<file path="config.mk">
export PLATFORM = sky130hd
export DESIGN_NAME = uart_rx_framer
export DESIGN_NICKNAME = d
export VERILOG_FILES = /design/src/rtl/uart_rx_pkg.sv /design/src/rtl/uart_rx_framer.sv
export SDC_FILE = /design/constraint.sdc
export NUM_CORES = 1
export LEC_CHECK = 0
export BUFFER_PORTS_ARGS = -buffer_cell sky130_fd_sc_hd__buf_2
export CORE_ASPECT_RATIO = 0.9
export CORE_MARGIN = 1.5
export CORE_UTILIZATION = 52
export CTS_BUF_LIST = sky130_fd_sc_hd__clkbuf_2
export CTS_CLUSTER_DIAMETER = 60
export DETAILED_ROUTE_END_ITERATION = 10
export HOLD_SLACK_MARGIN = 0.02
export PLACE_DENSITY = 0.78
export REMOVE_ABC_BUFFERS = 1
export SLEW_MARGIN = 20
export SYNTH_ARGS = -nofsm -noshare
export SYNTH_HDL_FRONTEND = slang
export SYNTH_SLANG_ARGS = --single-unit
</file>
<file path="constraint.sdc">
create_clock -name clk -period 1.55 [get_ports clk]
set_clock_uncertainty 0.05 [all_clocks]
set_input_delay 0.2325 -clock clk [delete_from_list [all_inputs] [get_ports clk]]
set_output_delay 0.2325 -clock clk [all_outputs]
set_load 0.01 [all_outputs]
</file>
<file path="src/rtl/uart_rx_pkg.sv">
package uart_rx_pkg;

   typedef enum logic [2:0] {
      ST_IDLE,
      ST_START,
      ST_DATA,
      ST_PAR,
      ST_STOP1,
      ST_STOP2
   } rx_state_e;

   typedef struct packed {
      logic noise;
      logic ferr;
      logic perr;
   } rx_flags_t;

   function automatic logic vote3(input logic a, input logic b, input logic c);
      return (a & b) | (a & c) | (b & c);
   endfunction

   function automatic logic split3(input logic a, input logic b, input logic c);
      return !((a == b) && (b == c));
   endfunction

endpackage

</file>
<file path="src/rtl/uart_rx_framer.sv">
module uart_rx_framer import uart_rx_pkg::*; #(
   parameter int DATA_W = 8
) (
   input  logic              clk,
   input  logic              rst_n,
   input  logic              tick_i,
   input  logic              rx_i,
   input  logic              par_en_i,
   input  logic              par_odd_i,
   input  logic              two_stop_i,
   input  logic              vote_stb_i,
   input  logic              vote_val_i,
   input  logic              vote_noisy_i,
   input  logic              bit_end_i,
   output logic              run_o,
   output logic              launch_o,
   output logic              char_stb_o,
   output logic [DATA_W-1:0] char_data_o,
   output rx_flags_t         char_flags_o
);

   localparam int IW = (DATA_W > 1) ? $clog2(DATA_W) : 1;
   localparam logic [IW-1:0] IDX_LAST = IW'(DATA_W - 1);

   rx_state_e         st_q;
   logic [IW-1:0]     idx_q;
   logic [DATA_W-1:0] shreg_q;
   logic              pbit_q;
   logic              stop1_q;
   logic              noise_acc_q;

   logic exp_par;
   logic noise_fin;
   logic perr_fin;

   assign run_o     = (st_q != ST_IDLE);
   assign launch_o  = (st_q == ST_IDLE) && tick_i && !rx_i;
   assign exp_par   = (^shreg_q) ^ par_odd_i;
   assign noise_fin = noise_acc_q | vote_noisy_i;
   assign perr_fin  = par_en_i && (pbit_q != exp_par);

   always_ff @(posedge clk or negedge rst_n) begin
      if (!rst_n) begin
         st_q         <= ST_IDLE;
         idx_q        <= '0;
         shreg_q      <= '0;
         pbit_q       <= 1'b0;
         stop1_q      <= 1'b1;
         noise_acc_q  <= 1'b0;
         char_stb_o   <= 1'b0;
         char_data_o  <= '0;
         char_flags_o <= '0;
      end else begin
         char_stb_o <= 1'b0;
         unique case (st_q)
            ST_IDLE: begin
               if (launch_o) begin
                  st_q        <= ST_START;
                  noise_acc_q <= 1'b0;
               end
            end
            ST_START: begin
               if (vote_stb_i) begin
                  if (vote_val_i) begin
                     st_q <= ST_IDLE;
                  end else begin
                     noise_acc_q <= vote_noisy_i;
                  end
               end
               if (bit_end_i) begin
                  st_q  <= ST_DATA;
                  idx_q <= '0;
               end
            end
            ST_DATA: begin
               if (vote_stb_i) begin
                  shreg_q     <= {vote_val_i, shreg_q[DATA_W-1:1]};
                  noise_acc_q <= noise_fin;
               end
               if (bit_end_i) begin
                  if (idx_q == IDX_LAST) begin
                     st_q <= par_en_i ? ST_PAR : ST_STOP1;
                  end else begin
                     idx_q <= idx_q + IW'(1);
                  end
               end
            end
            ST_PAR: begin
               if (vote_stb_i) begin
                  pbit_q      <= vote_val_i;
                  noise_acc_q <= noise_fin;
               end
               if (bit_end_i) begin
                  st_q <= ST_STOP1;
               end
            end
            ST_STOP1: begin
               if (vote_stb_i) begin
                  if (two_stop_i) begin
                     stop1_q     <= vote_val_i;
                     noise_acc_q <= noise_fin;
                  end else begin
                     char_stb_o   <= 1'b1;
                     char_data_o  <= shreg_q;
                     char_flags_o <= '{noise: noise_fin, ferr: !vote_val_i, perr: perr_fin};
                     st_q         <= ST_IDLE;
                  end
               end
               if (bit_end_i) begin
                  st_q <= ST_STOP2;
               end
            end
            ST_STOP2: begin
               if (vote_stb_i) begin
                  char_stb_o   <= 1'b1;
                  char_data_o  <= shreg_q;
                  char_flags_o <= '{noise: noise_fin, ferr: !stop1_q || !vote_val_i,
                                    perr: perr_fin};
                  st_q         <= ST_IDLE;
               end
            end
            default: st_q <= ST_IDLE;
         endcase
      end
   end

endmodule

</file>
# Yosys cells after proc, flatten, opt, wreduce, memory -nomap -nowiden
# Index checks and enable logic that the tools add are counted.
# classes
add_sub_neg	1
mux	36
n_bitwise	2
eq_ne	24
n_reduce_logical	21
# ops
operator	count
3-bit two-way mux	18
8-bit two-way mux	3
2-bit != test (second input constant)	12
3-bit one-hot mux with 6 select lines	1
8-bit one-hot mux with 2 select lines	1
3-bit != test (second input constant)	4
3-bit one-hot mux with 2 select lines	2
3-bit == test (second input constant)	3
1-bit two-way mux	9
9-bit AND reduction	1
4-bit AND reduction	2
8-bit parity	1
7-bit AND reduction	1
3-bit by 2-bit == test with 1-bit output (second input constant)	2
1-bit one-hot mux with 4 select lines	1
2-bit AND reduction	2
2-bit nonzero test	2
4-bit nonzero test	1
3-bit by 1-bit adder with 3-bit output (second input constant)	1
3-bit by 1-bit == test with 1-bit output (second input constant)	1
1-bit logical AND	3
1-bit zero test	3
3-bit zero test	1
3-bit AND reduction	1
8 further kinds	8
# totals
register_bits	29
input_bits	11
elab_cells	95
out_inout_bits	14

# Logic depth before layout (Yosys ltp)
# logic_depth
ltp_word	7
mapped_depth	7
ltp_nobuf	7

# Worst setup path before layout
# Ideal clock, no wire load.
# synth_timing
path_type	register to register
startpoint	register idx_q[0]
endpoint	register idx_q[0]
required_time_ns	1.375
arrival_time_ns	1.486
stages_incl_launch_ff	7
path_slack_ns	-0.110
synth_period_minus_slack_ns	1.660
setup_ns	0.125
n_path_buf	0
cell_sequence	dfrtp_1 > ha_1 > ha_1 > nor2_1 > a21oi_1 > or3_1 > mux2_2
# synth_via
elab_chain_cells	4
word_cells_on_any_way	7
classes_between	1 x add/sub; 2 x eq/ne; 3 x mux; 1 x reduce/logical
# synth_lines
element	line	source
start, declared	uart_rx_framer.sv:26	logic [IW-1:0] idx_q;
start signal, assigned	uart_rx_framer.sv:84	idx_q <= idx_q + IW'(1);
3-bit by 1-bit adder with 3-bit output	uart_rx_framer.sv:84	
3-bit two-way mux	uart_rx_framer.sv:81	if (idx_q == IDX_LAST) begin
3-bit two-way mux	uart_rx_framer.sv:80	if (bit_end_i) begin
3-bit one-hot mux with 2 select lines	uart_rx_framer.sv:55	unique case (st_q)
# Several ways; a longest one is shown, not always the timed one. The select of a mux whose other input is x is not followed.
# A chain may end at the register's enable or synchronous reset.

# Worst setup path in the final report
# layout_timing
startpoint	register st_q[1]
endpoint	output port run_o
# layout_via
elab_chain_cells	1
# layout_lines
element	line	source
start, declared	uart_rx_framer.sv:25	rx_state_e st_q;
start signal, assigned	uart_rx_framer.sv:82	st_q <= par_en_i ? ST_PAR : ST_STOP1;
3-bit nonzero test	uart_rx_framer.sv:36	assign run_o = (st_q != ST_IDLE);
end, declared	uart_rx_framer.sv:15	output logic run_o,
# Every way passes these cells.

==> results by group <==
Run status
  – Outcome: finished with violations
  – Failing checks: setup timing

Pwr
  – Pwr Density: between 1500 and 2000 mW/mm^2
  – VDD IR max: around 1200 uV
  – Final total power: approximately 4200 uW
  – Pleak: 0.00103 uW

Synth
  – Yosys cell types: 35
  – Register area share after synthesis: 0.498
  – Syn Area/Cell: between 10 and 15 sq um
  – Syn Inst Count: 124
  – Synth warn: 0
  – Syn Std Cell Area: between 0.001 and 0.0015 sq mm
  – #FFs+latches synth: 29

Worst setup path
  – Most frequent CP cell: buf_6
  – Critical Setup Path Class: register to output port
  – Worst setup EP type: output port
  – CP cell instances: or3_4, buf_6, buf_6
  – Crit path DAT: approximately 1.5 ns
  – Critical Path Max Stage Delay: approximately 0.47 ns
  – Setup crit start kind: register
  – Critical Path RT: ~1.3 ns
  – Slowest-stage cell, CP: dfrtp_2
  – Peak fanout along the critical path: 3

STA
  – Setup TNS: -3.72 ns
  – Final number of setup-violating endpoints: 26
  – Fmax: around 560 MHz
  – RSZ-0062 raised after global routing: true
  – Period minus WS final: about 1.8 ns
  – Worst relative slew slack: 0.576
  – Fin worst setup slack: -0.237 ns
  – Worst slew pin tran: 0.636 ns
  – Hold slack: between 0.07 and 0.08 ns
  – Final hold viol count: 0
  – Tcrit/Tclk final: 1.15
  – Final slew viol count: 0

Hold path
  – Hold/Removal Path Class: primary input to register

Route
  – Post-route ant nets: 0
  – Vias: about 1,200
  – Routed vias/inst: 5.82
  – First drt pass iteration count: 4
  – Drt first-iter violations: 47
  – Remaining DRCs: 0
  – Routed length per instance: roughly 20 um
  – Final WL: just over 4000 um

Clock tree
  – CTS Root Cell: clkbuf_2
  – H-tree Lvls: 2
  – CTS buffer count: 5
  – CTS tree: done
  – Clk slew on worst S/H paths: approximately 0.18 ns
  – Clock Latency Late Sink: 0.39 ns
  – Clock Sink Count: 29
  – Deepest clock path buffer count: 2

Global route
  – First-pass GRT wire length: roughly 6200 um
  – Antenna violations before repair: 0
  – Gr usage total: 0.287
  – Total gr overflow: 0
  – Vias in the first global route: approximately 1,200
  – Largest net degree at the start of global routing: 30

Floorplanning
  – Initial Utilization: 0.540
  – Die W: ~59 um
  – Vert. Die Dim: 53.3 um
  – Row count: 18
  – Total I/O pin count: 25
  – Die Area: ~0.0031 sq mm
  – Core Footprint: about 0.0027 sq mm

Placed design
  – Detail Placement HPWL: ~2100 um
  – Buffers on Ports: 24
  – Gpl congestion: around 0.88
  – Post-place setup slack: -0.240 ns

Final layout
  – Layout cells sized above 1: 0.610
  – # fillers: ~170
  – Ant diodes: 0
  – Area delta synth->final: 44.8%
  – Multi-input combinational cell area: around 840 sq um
  – NumNets Final: roughly 190
  – Post-layout util: 0.781
  – Sequential cell area: about 730 sq um

Job
  – Max Cap Viol: 0
where the power goes:
part	total (uW)	internal, uW	switching, uW	leakage, uW
registers	1220	1020	201	0.000376
clock network	559	275	284	0.0000406
logic	2400	1380	1030	0.000613
total	4180	2670	1510	0.00103
cell usage in the layout, fill, tap and decap left out, drive strengths merged:
cell and count:
dfstp 1, mux2 21, dlygate4sd3 1, nor2b 1, nor3 1, o32ai 1, a221oi 2, ha 2
bufinv 1, dfrtp 28, nand2b 3, o211ai 1, clkinv 1, inv 5, nand4 1, nor2 9
o21ai 8, xnor2 7, nor4b 1, and3 1, a32o 1, xnor3 1, clkbuf 7, buf 53
and2b 2, or3 2, o21a 1, a22o 2, nand2 7, a21oi 7, nand3 3
synthesized netlist by cell type (all sizes together):
| master | instances | area share |
|---|---|---|
| mux2 | 21 | 0.16 |
| nor3 | 1 | 0.0034 |
| nor2b | 1 | 0.0043 |
| buf | 4 | 0.022 |
| and3 | 1 | 0.0043 |
| nor4b | 1 | 0.016 |
| a22o | 2 | 0.012 |
| o211ai | 1 | 0.0051 |
| xnor2 | 7 | 0.042 |
| nand3 | 3 | 0.010 |
| inv | 5 | 0.013 |
| nor2 | 9 | 0.025 |
| ha | 2 | 0.017 |
| nand2 | 7 | 0.018 |
| dfstp | 1 | 0.018 |
| o21a | 1 | 0.0051 |
| o32ai | 1 | 0.011 |
| a221oi | 2 | 0.012 |
| nand4 | 1 | 0.0043 |
| and2b | 2 | 0.010 |
| o21ai | 8 | 0.027 |
| xnor3 | 1 | 0.015 |
| nand2b | 3 | 0.013 |
| a32o | 1 | 0.0069 |
| a21oi | 7 | 0.027 |
| or3 | 2 | 0.012 |
| clkbuf | 1 | 0.0026 |
| dfrtp | 28 | 0.48 |
what timing repair did:
item / CTS / global route
resized for setup: 35 / 25
setup endpoints to repair: 26 / 28
cloned: 2 / 0
hold buffers: 1 / 0
hold endpoints to repair: 28 / 0
buffers inserted: 6 / 4
pin swaps: 9 / 14
per-layer routing:
metal | wire length (um) | vias up | GRT usage
li1 | - | 549 | -
met1 | 1680 | 614 | 0.352
met2 | 2070 | 50 | 0.467
met3 | 173 | 21 | 0.0685
met4 | 211 | 0 | 0.155
met5 | 0 | - | 0
critical path, delay by kind of cell, from the launching register on:
kind	cells	cell delay [ns]
flops	1	0.47
simple gates	1	0.40
buf+inv	2	0.24
path summary, 6_finish.rpt:
check	start	endpoint	slack, ns	cells after the start
worst max-delay path	st_q[1]	run_o	-0.24	3
worst min-delay path	vote_val_i	shreg_q[7]	0.08	2
min in group asynchronous	rst_n	char_flags_o[1]	0.32	2
worst min register to register	stop1_q	stop1_q	0.45	2
max in group asynchronous	rst_n	noise_acc_q	0.68	2
worst max register to register	idx_q[0]	st_q[0]	-0.23	7
cell type report:
| class | instances | area share |
|---|---|---|
| well taps | 30 | 0.0178 |
| repair buffers | 55 | 0.201 |
| clock buffers | 6 | 0.0142 |
| inverters | 5 | 0.00889 |
| flip-flops and latches | 29 | 0.346 |
| multi-input cells | 85 | 0.396 |
| clock inverters | 2 | 0.0160 |
cells by family after synthesis:
logic type,synth area share
compound gates,0.106
xor+xnor,0.0575
fa+ha+maj,0.0171
buf+inv,0.0377
flops,0.498
mux,0.162
simple gates,0.121
stage by stage:
step                      cells  instance area, sq um
after CTS                   209                  2030
final                       212                  2110
after detailed placement    192                  1750
after floorplan             119                  1420
after global routing        212                  2110
after global placement      192                  1750
sequential cells by signal, summed over array words and instances, names as in the netlist:
name,flops
noise_acc_q,1
shreg_q,8
stop1_q,1
pbit_q,1
char_stb_o,1
char_data_o,8
st_q,3
char_flags_o,3
idx_q,3
(Power assumes the default switching activity.)
